`src/rtl/hostirq_pkg.sv`:
```
package hostirq_pkg;
  localparam int unsigned REG_W         = 32;
  localparam int unsigned CTRL_EN_BIT   = 31;
  localparam int unsigned CTRL_AUTO_BIT = 23;
  localparam int unsigned CTRL_LEN_LO   = 24;
  localparam int unsigned ERR_BIT       = 0;

  typedef enum logic [1:0] {
    A_CTRL = 2'd0,
    A_MASK = 2'd1,
    A_STAT = 2'd2,
    A_LVL  = 2'd3
  } reg_addr_e;

  function automatic logic [3:0] start_clks(input logic [1:0] sel);
    case (sel)
      2'b00:   return 4'd4;
      2'b01:   return 4'd6;
      default: return 4'd8;
    endcase
  endfunction
endpackage

```
`src/rtl/hostirq_track.sv`:
```
module hostirq_track #(
  parameter int unsigned N = 17
) (
  input  logic         clk_i,
  input  logic         rst_ni,
  input  logic [N-1:0] lvl_i,
  output logic [N-1:0] lvl_q_o,
  output logic [N-1:0] rise_o,
  output logic [N-1:0] fall_o
);
  logic [N-1:0] lvl_q;

  always_ff @(posedge clk_i or negedge rst_ni) begin
    if (!rst_ni) lvl_q <= '0;
    else         lvl_q <= lvl_i;
  end

  assign lvl_q_o = lvl_q;
  assign rise_o  = lvl_i & ~lvl_q;
  assign fall_o  = ~lvl_i & lvl_q;
endmodule

```
`src/rtl/hostirq_regs.sv`:
```
module hostirq_regs
  import hostirq_pkg::*;
#(
  parameter int unsigned N = 17,
  parameter int unsigned W = REG_W
) (
  input  logic         clk_i,
  input  logic         rst_ni,
  input  logic         we_i,
  input  logic [1:0]   addr_i,
  input  logic [W-1:0] wdata_i,
  input  logic         noresp_i,
  input  logic         routed_i,
  input  logic [N-1:0] lvl_q_i,
  input  logic [N-1:0] rise_i,
  input  logic [N-1:0] fall_i,
  output logic [W-1:0] ctrl_o,
  output logic [W-1:0] mask_o,
  output logic [W-1:0] stat_o,
  output logic [W-1:0] rdata_o
);
  logic [W-1:0] ctrl_q, mask_q;
  logic [N-1:0] dev_stat;
  logic         err_q;
  logic [N-1:0] wdev, clr_dev, auto_dev;
  logic [W-1:0] stat_word, lvl_word;
  logic         stat_we, auto_on;

  // device n <-> word bit W-1-n
  always_comb begin
    stat_word = '0;
    lvl_word  = '0;
    for (int n = 0; n < N; n++) begin
      stat_word[W-1-n] = dev_stat[n];
      lvl_word[W-1-n]  = lvl_q_i[n];
      wdev[n]          = wdata_i[W-1-n];
    end
    stat_word[ERR_BIT] = err_q;
  end

  assign stat_we  = we_i && (addr_i == A_STAT);
  assign auto_on  = routed_i && ctrl_q[CTRL_AUTO_BIT];
  assign clr_dev  = stat_we ? (wdev & ~lvl_q_i) : '0;
  assign auto_dev = auto_on ? fall_i : '0;

  always_ff @(posedge clk_i or negedge rst_ni) begin
    if (!rst_ni) begin
      ctrl_q   <= '0;
      mask_q   <= '0;
      dev_stat <= '0;
      err_q    <= 1'b0;
    end else begin
      if (we_i && addr_i == A_CTRL) ctrl_q <= wdata_i;
      if (we_i && addr_i == A_MASK) mask_q <= wdata_i;
      dev_stat <= (dev_stat & ~clr_dev & ~auto_dev) | rise_i;  // set wins
      err_q    <= (err_q & ~(stat_we & wdata_i[ERR_BIT])) | noresp_i;
    end
  end

  always_comb begin
    case (addr_i)
      A_CTRL:  rdata_o = ctrl_q;
      A_MASK:  rdata_o = mask_q;
      A_STAT:  rdata_o = stat_word;
      default: rdata_o = lvl_word;
    endcase
  end

  assign ctrl_o = ctrl_q;
  assign mask_o = mask_q;
  assign stat_o = stat_word;

  p_rise_sets_r2: assert property (@(posedge clk_i) disable iff (!rst_ni)
    (rise_i != '0) |=> ((dev_stat & $past(rise_i)) == $past(rise_i)));

  p_hold_while_high_r3: assert property (@(posedge clk_i) disable iff (!rst_ni)
    (stat_we && fall_i == '0) |=>
      ((dev_stat & $past(lvl_q_i & dev_stat)) == $past(lvl_q_i & dev_stat)));

  p_auto_clear_r4: assert property (@(posedge clk_i) disable iff (!rst_ni)
    (auto_on && fall_i != '0) |=> ((dev_stat & $past(fall_i)) == '0));

  p_no_auto_r5: assert property (@(posedge clk_i) disable iff (!rst_ni)
    (!auto_on && !stat_we && fall_i != '0) |=>
      ((dev_stat & $past(fall_i)) == ($past(dev_stat) & $past(fall_i))));

  p_noresp_sets_r7: assert property (@(posedge clk_i) disable iff (!rst_ni)
    noresp_i |=> err_q);
endmodule

```
`src/rtl/hostirq_stat_top.sv`:
```
module hostirq_stat_top
  import hostirq_pkg::*;
#(
  parameter int unsigned NUM_DEV = 17
) (
  input  logic               clk_i,
  input  logic               rst_ni,
  input  logic [NUM_DEV-1:0] dev_irq_i,
  input  logic               bus_noresp_i,
  input  logic               routed_mode_i,
  input  logic               reg_we_i,
  input  logic [1:0]         reg_addr_i,
  input  logic [31:0]        reg_wdata_i,
  output logic [31:0]        reg_rdata_o,
  output logic [31:0]        active_o,
  output logic [3:0]         start_clks_o
);
  localparam int unsigned W = REG_W;

  logic [NUM_DEV-1:0] lvl_q, rise, fall;
  logic [W-1:0]       ctrl, mask, stat, dev_field;

  hostirq_track #(.N(NUM_DEV)) u_track (
    .clk_i   (clk_i),
    .rst_ni  (rst_ni),
    .lvl_i   (dev_irq_i),
    .lvl_q_o (lvl_q),
    .rise_o  (rise),
    .fall_o  (fall)
  );

  hostirq_regs #(.N(NUM_DEV), .W(W)) u_regs (
    .clk_i    (clk_i),
    .rst_ni   (rst_ni),
    .we_i     (reg_we_i),
    .addr_i   (reg_addr_i),
    .wdata_i  (reg_wdata_i),
    .noresp_i (bus_noresp_i),
    .routed_i (routed_mode_i),
    .lvl_q_i  (lvl_q),
    .rise_i   (rise),
    .fall_i   (fall),
    .ctrl_o   (ctrl),
    .mask_o   (mask),
    .stat_o   (stat),
    .rdata_o  (reg_rdata_o)
  );

  always_comb begin
    dev_field = '0;
    for (int n = 0; n < NUM_DEV; n++) dev_field[W-1-n] = 1'b1;
  end

  assign active_o     = stat & mask & ~(ctrl[CTRL_EN_BIT] ? '0 : dev_field);
  assign start_clks_o = start_clks(ctrl[CTRL_LEN_LO+1:CTRL_LEN_LO]);

  p_active_subset_r6: assert property (@(posedge clk_i) disable iff (!rst_ni)
    ((active_o & ~(stat & mask)) == '0));

  p_gate_off_r6: assert property (@(posedge clk_i) disable iff (!rst_ni)
    !ctrl[CTRL_EN_BIT] |-> ((active_o & dev_field) == '0));
endmodule

```
`config.mk`:
```
export PLATFORM = sky130hd
export DESIGN_NAME = hostirq_stat_top
export DESIGN_NICKNAME = d
export VERILOG_FILES = /design/src/rtl/hostirq_pkg.sv /design/src/rtl/hostirq_track.sv /design/src/rtl/hostirq_regs.sv /design/src/rtl/hostirq_stat_top.sv
export SDC_FILE = /design/constraint.sdc
export NUM_CORES = 1
export LEC_CHECK = 0
export BUFFER_PORTS_ARGS = -buffer_cell sky130_fd_sc_hd__buf_2
export CORE_MARGIN = 2
export CORE_UTILIZATION = 48
export DETAILED_ROUTE_END_ITERATION = 8
export MAX_ROUTING_LAYER = met4
export PLACE_DENSITY = 0.75
export SLEW_MARGIN = 0
export SYNTH_ARGS = -nofsm -noshare
export SYNTH_HDL_FRONTEND = slang
export SYNTH_HIERARCHICAL = 1
export SYNTH_SLANG_ARGS = --single-unit
```
`constraint.sdc`:
```
create_clock -name clk_i -period 1.1 [get_ports clk_i]
set_input_delay 0.11 -clock clk_i [delete_from_list [all_inputs] [get_ports clk_i]]
set_output_delay 0.11 -clock clk_i [all_outputs]
set_load 0.01 [all_outputs]
```
==> reports/results.md, run 1 <==
Run status
• **status** finished, violations left
• **violated checks** setup timing

Route
• **Post-DRT Antenna Nets** 0
• **vias per cell** 5.17
• **DRC viols** 0
• **average wire per cell in the routed design** 18.0 um
• **total number of vias** 3,844
• **Detailed Routing Iterations Pass 1** 4
• **drt initial violations** 124
• **total length of routed wires** 13,400 um

Global route
• **antenna violations before repair** 0
• **first-pass GRT wire length** 20,800 um
• **via count of the first global-routing pass** 4,185
• **grt total ovfl** 0
• **total track usage** 24.9%
• **maximum number of pins on one net before global-route repair** 33

STA
• **Worst Slack Setup Final** -449 ps
• **highest achievable clock rate** 646 MHz
• **final worst path period need** 1550 ps
• **setup skew after layout** 10.2 ps
• **final count of hold timing violations** 0
• **RSZ-0062 raised after global routing** yes
• **Setup-failing EPs final** 71
• **final max-slew violation count** 0
• **Period Utilization, post-route** 141%

Synth
• **most common cell in the netlist** sky130_fd_sc_hd__dfrtp_1
• **Post-synth ARST share** 100%
• **dominant synthesized flop cell** sky130_fd_sc_hd__dfrtp_1
• **count of flip-flops with a built-in enable after synthesis** 0
• **share of the yosys chip area belonging to registers** 49.6%
• **post-synth top area cell** sky130_fd_sc_hd__dfrtp_1
• **commonest cells in the netlist** sky130_fd_sc_hd__dfrtp_1 (99), sky130_fd_sc_hd__mux2_2 (62), sky130_fd_sc_hd__and2b_2 (34)
• **average cell area after synthesis** 13.4 um2
• **synthesized netlist cell count** 374
• **area share of the largest cell type after synthesis** 49.6%
• **count of warnings emitted by yosys** 6
• **combined area of all synthesized cells** 5000 um2
• **Synth Register Bits** 99
• **top cells by area in the synthesized netlist** sky130_fd_sc_hd__dfrtp_1 (50%), sky130_fd_sc_hd__mux2_2 (14%), sky130_fd_sc_hd__mux4_2 (7.7%)
• **number of distinct library cell variants in the gate-level netlist after synthesis** 26

Pwr
• **Psw** 0.00291 W
• **Tot Pwr** 0.0106 W
• **Power Dens Cells** 1450 nW/um2
• **net switching fraction of the power** 27.3%
• **part of the total power dissipated in the clock network** 24.5%
• **cell leakage power** 3.38 nW
• **fraction of power consumed by sequential logic** 42.7%
• **maximum vdd drop** 818 uV
• **total internal power** 0.00774 W
• **part of the power in combinational logic** 32.8%

Worst setup path
• **critical register-to-register path startpoint** u_regs/ctrl_o[23]
• **classification of the worst setup path** reg2out
• **Required @ worst endpoint** 990 ps
• **Max Fanout on Critical Path** 2
• **r2r worst-path depth** 6
• **arrival time at the worst endpoint** 1440 ps
• **Reg-to-Reg End** u_regs/dev_stat[11]
• **slack of the worst reg-to-reg path** -130 ps
• **startpoint kind of the worst setup timing path** register
• **Worst setup EP type** output pin

Placement
• **Placer Congestion** 0.779
• **post-detailed-placement half-perimeter wirelength** 8430 um
• **minimum setup slack after placement** -203 ps
• **Port-buffer cells** 108

Die
• **chip width** 106 um
• **starting density of the core** 48.8%
• **# rows** 37
• **I/O pin total** 124
• **Die Area** 11,200 um2
• **core region area** 10,200 um2
• **Die Span Y** 106 um

Final layout
• **Area Growth Syn to Fin** 46.5%
• **utilization of the core after routing** 71.5%
• **layout cell share with drive strength beyond 1** 60.9%
• **antenna diode count** 0
• **fill cell instance count of the final layout** 684
• **final layout net count** 661

Clock tree
• **total number of clock tree sinks** 99
• **CTS H-Tree Depth** 3
• **insertion delay of the later-clocked pin in the worst-skew pair** 370 ps
• **number of CTS-inserted buffers** 9
• **post-CTS clock slew at the launch and capture registers of the worst setup and hold paths** 90 ps
• **clk root buf** sky130_fd_sc_hd__clkbuf_8
• **CTS tree** built
• **maximum clock insertion buffer count** 2

Min path
• **end point of the most critical hold path** u_regs/mask_o[15]
• **hold path startpoint** reg_wdata_i[15]
• **Min-Delay Path Depth** 2
• **class of the tightest hold or removal check** in2reg

Job
• **Max-Cap Viols** 0

==> area by class of cell <==
type	instances	area (um2)	area share, %
Clock buffer	12	155	2.12
Clock inverter	2	60.1	0.821
Inverter	1	3.75	0.0513
Multi-Input combinational cell	251	2400	32.8
Sequential cell	99	2480	33.9
Tap cell	136	170	2.33
Timing Repair Buffer	243	2050	28.0
==> power by group through the flow <==
stage	combinational, W	clock, W	sequential (W)
final	0.00349	0.00261	0.00454
after global routing	0.00372	0.00281	0.00461
after CTS	0.00310	0.00266	0.00452
after detailed placement	0.00250	0	0.00461
after global placement	0.00242	0	0.00457
after floorplan	0.00151	0	0.00452
==> cells in the final DEF, fill, tap and decap left out, types with 2 or more instances in the layout <==
cell | Yosys | final
sky130_fd_sc_hd__dfrtp_1 | 99 | 98
sky130_fd_sc_hd__buf_4 | 20 | 75
sky130_fd_sc_hd__buf_2 | 6 | 74
sky130_fd_sc_hd__mux2_2 | 62 | 59
sky130_fd_sc_hd__buf_6 | 7 | 42
sky130_fd_sc_hd__dlygate4sd3_1 | 0 | 40
sky130_fd_sc_hd__and2b_2 | 34 | 34
sky130_fd_sc_hd__nand3b_1 | 18 | 18
sky130_fd_sc_hd__mux4_2 | 17 | 17
sky130_fd_sc_hd__conb_1 | 2 | 15
sky130_fd_sc_hd__mux2i_1 | 15 | 15
sky130_fd_sc_hd__and2_1 | 16 | 14
sky130_fd_sc_hd__and3_4 | 0 | 14
sky130_fd_sc_hd__nor2_1 | 14 | 14
sky130_fd_sc_hd__nand2_2 | 0 | 13
sky130_fd_sc_hd__clkbuf_8 | 0 | 11
sky130_fd_sc_hd__buf_12 | 0 | 10
sky130_fd_sc_hd__a31o_1 | 9 | 9
sky130_fd_sc_hd__a31o_2 | 8 | 8
sky130_fd_sc_hd__nand2_1 | 18 | 5
sky130_fd_sc_hd__and3_1 | 10 | 3
sky130_fd_sc_hd__mux2_4 | 0 | 3
sky130_fd_sc_hd__and2_4 | 0 | 2
sky130_fd_sc_hd__bufinv_16 | 0 | 2
sky130_fd_sc_hd__mux2_1 | 2 | 2
==> worst max-delay path, stage by stage, from the launching register on <==
cell                      delay, ps
sky130_fd_sc_hd__dfrtp_1        410
sky130_fd_sc_hd__mux4_2         520
sky130_fd_sc_hd__buf_6          150
==> logic make-up after synthesis <==
family | after synthesis | synth area share, %
multiplexers | 96 | 25.1
other | 2 | 0.150
flip-flops | 99 | 49.6
AND/OR/NAND/NOR | 121 | 16.5
AO/OA/AOI/OAI | 19 | 3.23
buffers and inverters | 37 | 5.48
==> repair_timing <==
item                                    in CTS  in global routing
hold endpoints to repair                   157                  0
resized for setup                           54                 27
buffers inserted                            24                 16
pin swaps                                   26                  5
hold buffers                                40                  0
endpoints found under the setup margin      69                 70
cloned                                       0                  1
==> how the worst max path moves through the flow <==
stage | end | cells past startpoint | startpoint
6_report | reg_rdata_o[15] | 2 | u_track/lvl_q_o[16]
5_1_grt | reg_rdata_o[15] | 2 | u_track/lvl_q_o[16]
4_1_cts | reg_rdata_o[28] | 2 | u_track/lvl_q_o[3]
3_5_place_dp | u_regs/ctrl_o[11] | 4 | reg_addr_i[0]
3_3_place_gp | reg_rdata_o[30] | 4 | reg_addr_i[0]
2_1_floorplan | u_regs/ctrl_o[16] | 4 | reg_addr_i[0]
==> metal layers <==
metal,track usage (%),routed length (um),vias up
li1,-,-,1767
met1,27.9,5430,1922
met2,44.9,7100,126
met3,3.68,539,29
met4,9.59,322,0
met5,-,0,-
==> state kept, by name, summed over array words and instances (netlist names) <==
signal,flops
u_regs/dev_stat,17
u_regs/ctrl_o,32
u_regs/mask_o,32
u_regs/err_q,1
u_track/lvl_q_o,17
==> through the flow <==
stage	TNS (ps)	cell area, um2	hold slack, ps	instances
floorplan	-1940	5070	-186	387
global placement	-11580	6050	47.9	653
detailed placement	-13770	6050	43.7	653
CTS	-13680	7060	1.17	730
global route	-18900	7320	11.5	744
finish	-15890	7320	17.4	744
(Power assumes the default switching activity.)
==> inputs of run 2 (changes only) <==
--- a/config.mk
+++ b/config.mk
@@ -5,9 +5,10 @@
 export SDC_FILE = /design/constraint.sdc
 export NUM_CORES = 1
 export LEC_CHECK = 0
+export ABC_AREA = 1
 export BUFFER_PORTS_ARGS = -buffer_cell sky130_fd_sc_hd__buf_2
 export CORE_MARGIN = 2
-export CORE_UTILIZATION = 48
+export CORE_UTILIZATION = 49
 export DETAILED_ROUTE_END_ITERATION = 8
 export MAX_ROUTING_LAYER = met4
 export PLACE_DENSITY = 0.75
==> run 2 against run 1 <==
Synthesized cell count is 94% higher. The run still ends with setup timing left. Clock power fell by 19%. Critical endpoint is now active_o[18]. Critical path type unchanged. Final cell count is 42% higher. Wire length up 5.1%.
==> reports/results.md, run 2 <==
Pwr
• **part of the power in combinational logic** 29.4%
• **Psw** 0.00305 W
• **cell leakage power** 4.04 nW
• **maximum vdd drop** 816 uV
• **part of the total power dissipated in the clock network** 22.7%
• **Power Dens Cells** 1310 nW/um2
• **total internal power** 0.00629 W
• **net switching fraction of the power** 32.7%
• **fraction of power consumed by sequential logic** 47.8%

STA
• **setup TNS** -6790 ps
• **Worst Slack Setup Final** -280 ps
• **final count of hold timing violations** 0
• **highest achievable clock rate** 724 MHz
• **final worst path period need** 1380 ps
• **RSZ-0062 raised after global routing** yes
• **final max-slew violation count** 0
• **Setup-failing EPs final** 44
• **Period Utilization, post-route** 125%
• **setup skew after layout** 10.6 ps

Final layout
• **design area** 7110 um2
• **Cell Count, Final, Fillers Out** 1,058
• **Area Growth Syn to Fin** 31.3%
• **layout cell share with drive strength beyond 1** 28.8%
• **utilization of the core after routing** 65.8%
• **final layout net count** 970
• **top library cells by usage in the layout, fill and taps aside** sky130_fd_sc_hd__nand2_1 (228), sky130_fd_sc_hd__inv_1 (115), sky130_fd_sc_hd__buf_2 (100)
• **most common cell after layout, fill and taps aside** sky130_fd_sc_hd__nand2_1
• **antenna diode count** 0
• **fill cell instance count of the final layout** 920

Worst setup path
• **startpoint of the most critical setup path** u_regs/ctrl_o[31]
• **Max Fanout on Critical Path** 5
• **classification of the worst setup path** reg2out
• **arrival time at the worst endpoint** 1270 ps
• **critical path endpoint** active_o[18]
• **Reg-to-Reg End** u_regs/dev_stat[10]
• **Worst setup EP type** output pin
• **critical register-to-register path startpoint** u_track/lvl_q_o[10]
• **startpoint kind of the worst setup timing path** register
• **slack of the worst reg-to-reg path** 10 ps
• **r2r worst-path depth** 9
• **Required @ worst endpoint** 990 ps

Route
• **DRC viols** 0
• **detailed-routed wire length on met3** 955 um
• **average wire per cell in the routed design** 13.3 um
• **sum of routed wire segments on met1** 6240 um
• **total number of vias** 5,119
• **Detailed Routing Iterations Pass 1** 5
• **highest metal layer with signal wires** met4
• **total length of routed wires** 14,100 um
• **Post-DRT Antenna Nets** 0
• **drt initial violations** 435
• **DR WL met2** 6540 um
• **vias per cell** 4.84

Min path
• **class of the tightest hold or removal check** in2reg

Placement
• **Placer Congestion** 0.895
• **post-detailed-placement half-perimeter wirelength** 9400 um
• **post-place instance area** 6220 um2
• **Cell Count Post-Placement** 969
• **Port-buffer cells** 108

Global route
• **antenna violations before repair** 0
• **first-pass GRT wire length** 21,900 um
• **maximum number of pins on one net before global-route repair** 39
• **via count of the first global-routing pass** 4,682
• **grt total ovfl** 0
• **total track usage** 24.2%

Die
• **Die Span Y** 109 um
• **Die Area** 11,900 um2
• **chip width** 109 um
• **core region area** 10,800 um2
• **starting density of the core** 50.2%
• **I/O pin total** 124
• **# rows** 38

Synth
• **area share of xor/xnor cells in the synthesized design** 0%
• **Synth Register Bits** 99
• **combined area of all synthesized cells** 5410 um2
• **adder-cell area share of the yosys netlist** 0%
• **dominant synthesized flop cell** sky130_fd_sc_hd__dfrtp_1
• **synthesized netlist cell count** 727
• **Post-synth ARST share** 100%
• **commonest cells in the netlist** sky130_fd_sc_hd__nand2_1 (228), sky130_fd_sc_hd__inv_1 (118), sky130_fd_sc_hd__dfrtp_1 (99)
• **share of the yosys chip area belonging to registers** 45.8%
• **count of flip-flops with a built-in enable after synthesis** 0
• **area share of the largest cell type after synthesis** 45.8%
• **average cell area after synthesis** 7.45 um2
• **top cells by area in the synthesized netlist** sky130_fd_sc_hd__dfrtp_1 (46%), sky130_fd_sc_hd__nand2_1 (16%), sky130_fd_sc_hd__inv_1 (8.2%)
• **count of warnings emitted by yosys** 6
• **synthesized-area fraction occupied by ao, oa, aoi and oai cells** 8.13%
• **largest family of logic cells by synthesized area** simple AND/OR/NAND/NOR gates
• **simple logic cell fraction of the synthesized area** 30.4%
• **proportion of synthesized area in mux cells** 0%
• **number of distinct library cell variants in the gate-level netlist after synthesis** 18
• **post-synth top area cell** sky130_fd_sc_hd__dfrtp_1
• **most common cell in the netlist** sky130_fd_sc_hd__nand2_1

Clock tree
• **number of CTS-inserted buffers** 9
• **insertion delay of the later-clocked pin in the worst-skew pair** 350 ps
• **clk root buf** sky130_fd_sc_hd__clkbuf_8
• **CTS tree** built
• **maximum clock insertion buffer count** 2
• **CTS H-Tree Depth** 3
• **post-CTS clock slew at the launch and capture registers of the worst setup and hold paths** 100 ps
• **total number of clock tree sinks** 99

Run status
• **violated checks** setup timing
• **status** finished, violations left

Job
• **Max-Cap Viols** 0

## run 2: cell families after synthesis
kind of cell,count (synthesis)
other,2
DFF,99
AOI/OAI and AO/OA,64
and+or+nand+nor,389
buffers and inverters,173
## run 2: stage by stage
step	hold slack (ps)	setup WS, ps	total power, W
floorplan	-186	94.5	0.00587
global placement	17.5	-25.5	0.00664
detailed placement	19.8	-41.9	0.00670
CTS	2.99	-254	0.00913
global route	10.9	-323	0.00989
finish	11.7	-280	0.00934
## run 2: how the worst min path moves through the flow
stage,startpoint,end,slack (ps),cells after the start
2_1_floorplan,rst_ni,u_regs/ctrl_o[0],-190,0
3_3_place_gp,rst_ni,u_regs/ctrl_o[5],20,1
3_5_place_dp,rst_ni,u_regs/ctrl_o[5],20,1
4_1_cts,reg_wdata_i[14],u_regs/mask_o[14],3,3
5_1_grt,reg_wdata_i[14],u_regs/mask_o[14],10,3
6_report,reg_wdata_i[14],u_regs/mask_o[14],10,3
## run 2: power groups by stage
| stage | combinational [W] | sequential [W] | clock [W] |
|---|---|---|---|
| 4_1_cts | 0.00251 | 0.00445 | 0.00216 |
| 3_3_place_gp | 0.00208 | 0.00456 | 0 |
| 5_1_grt | 0.00305 | 0.00452 | 0.00232 |
| 6_report | 0.00275 | 0.00447 | 0.00212 |
| 2_1_floorplan | 0.00142 | 0.00446 | 0 |
| 3_5_place_dp | 0.00213 | 0.00457 | 0 |
## run 2: repair_timing
action | CTS | global route
resized for setup | 11 | 23
gates cloned | 0 | 0
setup endpoints to repair | 51 | 58
buffers inserted | 37 | 21
pin swaps | 65 | 35
hold buffers | 19 | 0
hold endpoints to repair | 117 | 0
## run 2: area by class of cell
| type | count | area, um2 | share of cell area [%] |
|---|---|---|---|
| Sequential cell | 99 | 2480 | 34.9 |
| Clock buffer | 11 | 141 | 1.99 |
| Timing Repair Buffer | 215 | 1640 | 23.1 |
| Tap cell | 140 | 175 | 2.46 |
| Multi-Input combinational cell | 468 | 2190 | 30.8 |
| Clock inverter | 4 | 27.5 | 0.387 |
| Inverter | 121 | 459 | 6.46 |
## run 2: routing by layer
metal / track usage [%] / vias up
met5: - / -
met3: 2.81 / 43
met4: 8.88 / 0
met1: 32.3 / 2307
li1: - / 2557
met2: 38.3 / 212
## run 2: critical path: stages (launching register included)
cell	delay [ps]
sky130_fd_sc_hd__dfrtp_1	440
sky130_fd_sc_hd__inv_4	150
sky130_fd_sc_hd__buf_6	150
sky130_fd_sc_hd__nor2_1	50
sky130_fd_sc_hd__buf_2	130
==> inputs of run 3 (changes only) <==
--- a/config.mk
+++ b/config.mk
@@ -10,6 +10,7 @@
 export CORE_MARGIN = 2
 export CORE_UTILIZATION = 49
 export DETAILED_ROUTE_END_ITERATION = 8
+export HOLD_SLACK_MARGIN = 0.08
 export MAX_ROUTING_LAYER = met4
 export PLACE_DENSITY = 0.75
 export SLEW_MARGIN = 0
==> run 3 against run 2 <==
The flow still finishes with violations (setup timing). Flip-flop and latch count unchanged. First-iteration DRC count up 14%. Worst setup slack better by 5.6 ps. Critical path type unchanged. Wire length up 6.5%. Power up 1.4%. Clock-buffer cell count unchanged. Final cell count up 3.1%. Non-clock buffer count up 33. Clock skew up 1.5 ps. Critical path depth unchanged. Largest cell class unchanged.
==> reports/results.md, run 3 (synthesis results as in run 2) <==
Route
• **total number of vias** 5,351
• **vias per cell** 4.90
• **Post-DRT Antenna Nets** 0
• **Detailed Routing Iterations Pass 1** 5
• **total length of routed wires** 15,000 um
• **detailed-routed wire length on met3** 1020 um
• **highest metal layer with signal wires** met4
• **average wire per cell in the routed design** 13.7 um
• **sum of routed wire segments on met1** 6440 um
• **DR WL met2** 7170 um
• **DRC viols** 0
• **drt initial violations** 494

Die
• **chip width** 109 um
• **# rows** 38
• **Die Span Y** 109 um
• **Die Area** 11,900 um2
• **starting density of the core** 50.2%
• **I/O pin total** 124
• **core region area** 10,800 um2

Global route
• **grt total ovfl** 0
• **antenna violations before repair** 0
• **total track usage** 25.4%
• **maximum number of pins on one net before global-route repair** 39
• **via count of the first global-routing pass** 4,969
• **first-pass GRT wire length** 23,000 um

Worst setup path
• **Max stage delay on crit path** 440 ps
• **startpoint kind of the worst setup timing path** register
• **CP max stage cell** sky130_fd_sc_hd__dfrtp_1
• **total number of cells along the worst setup path** 4
• **crit-path cells** inv_4 > buf_6 > nor2_2 > buf_2
• **slack of the worst reg-to-reg path** 10 ps
• **Max Fanout on Critical Path** 5
• **r2r worst-path depth** 9
• **arrival time at the worst endpoint** 1260 ps
• **classification of the worst setup path** reg2out
• **Required @ worst endpoint** 990 ps
• **cell type group with the largest total delay on the critical path** flip-flops
• **Worst setup EP type** output pin
• **number of buffer and inverter instances along the worst setup path** 3

Placement
• **Placer Congestion** 0.895
• **Cell Count Post-Placement** 969
• **post-detailed-placement half-perimeter wirelength** 9400 um
• **Port-buffer cells** 108
• **post-place instance area** 6220 um2

Pwr
• **cell leakage power** 4.18 nW
• **Power Dens Cells** 1270 nW/um2
• **Tot Pwr** 0.00948 W
• **maximum vdd drop** 781 uV

Clock tree
• **insertion delay of the later-clocked pin in the worst-skew pair** 360 ps
• **total number of clock tree sinks** 99
• **post-CTS clock slew at the launch and capture registers of the worst setup and hold paths** 100 ps
• **number of CTS-inserted buffers** 9
• **CTS tree** built
• **clk root buf** sky130_fd_sc_hd__clkbuf_8
• **CTS H-Tree Depth** 3
• **maximum clock insertion buffer count** 2

STA
• **highest achievable clock rate** 727 MHz
• **final worst path period need** 1370 ps
• **final max-slew violation count** 0
• **final count of hold timing violations** 0
• **Worst Slack Setup Final** -275 ps
• **Setup-failing EPs final** 47
• **setup skew after layout** 12.0 ps
• **RSZ-0062 raised after global routing** yes
• **Period Utilization, post-route** 125%

Final layout
• **most common cell after layout, fill and taps aside** sky130_fd_sc_hd__nand2_1
• **top library cells by usage in the layout, fill and taps aside** sky130_fd_sc_hd__nand2_1 (228), sky130_fd_sc_hd__inv_1 (115), sky130_fd_sc_hd__buf_2 (100)
• **design area** 7450 um2
• **final layout net count** 1,003
• **layout cell share with drive strength beyond 1** 28.2%
• **Area Growth Syn to Fin** 37.6%
• **fill cell instance count of the final layout** 841
• **antenna diode count** 0
• **Cell Count, Final, Fillers Out** 1,091

Run status
• **status** finished, violations left
• **violated checks** setup timing

Min path
• **class of the tightest hold or removal check** in2reg
• **Min-Delay Path Depth** 4

Job
• **Max-Cap Viols** 0

run 3: area by class of cell:
type	instances	area, um2	area share [%]
clock buffers	11	141	1.90
clock inverters	4	27.5	0.370
inverters	121	459	6.17
multi-input cells	468	2200	29.5
flip-flops and latches	99	2480	33.3
well taps	140	175	2.35
repair buffers	248	1970	26.4
run 3: through the flow:
stage	setup WS (ps)	util (%)	TNS, ps	hold slack (ps)
finish	-275	69.0	-6770	151
global route	-323	69.0	-9400	171
CTS	-254	66.8	-6540	140
detailed placement	-41.9	57.6	-679	19.8
global placement	-25.5	57.6	-198	17.5
floorplan	94.5	-	0	-186
run 3: timing repair:
action                                  4_1_cts  5_1_grt
cloned                                        0        0
gates resized for setup                      11       26
hold buffers                                 51        0
endpoints found under the hold margin       197        0
pin swaps                                    65       33
setup buffers                                37       21
endpoints found under the setup margin       51       58
run 3: power by group:
group / switching (W) / internal (W)
logic: 0.00150 / 0.00138
clock network: 0.00125 / 0.000871
registers: 0.000346 / 0.00413
total: 0.00310 / 0.00638
run 3: worst paths after layout:
path	startpoint	to
min reg2reg	u_regs/ctrl_o[3]	u_regs/ctrl_o[3]
min	reg_we_i	u_regs/err_q
min in group asynchronous	rst_ni	u_regs/mask_o[8]
max in group asynchronous	rst_ni	u_track/lvl_q_o[16]
max reg2reg	u_track/lvl_q_o[14]	u_regs/dev_stat[14]
max	u_regs/ctrl_o[31]	active_o[15]
run 3: worst register-to-register path: stages (launching register included):
cell and delay (ps):
sky130_fd_sc_hd__dfrtp_1 380, sky130_fd_sc_hd__buf_4 130, sky130_fd_sc_hd__buf_4 110, sky130_fd_sc_hd__inv_1 40, sky130_fd_sc_hd__nor2_1 80, sky130_fd_sc_hd__nand3_1 80, sky130_fd_sc_hd__nand2_1 60, sky130_fd_sc_hd__inv_1 40
sky130_fd_sc_hd__nand2_1 50, sky130_fd_sc_hd__nand2_1 40
run 3: metal layers:
layer,GRT usage [%],up-vias
li1,-,2633
met1,32.7,2421
met2,41.3,251
met3,3.29,46
met4,9.62,0
met5,-,-
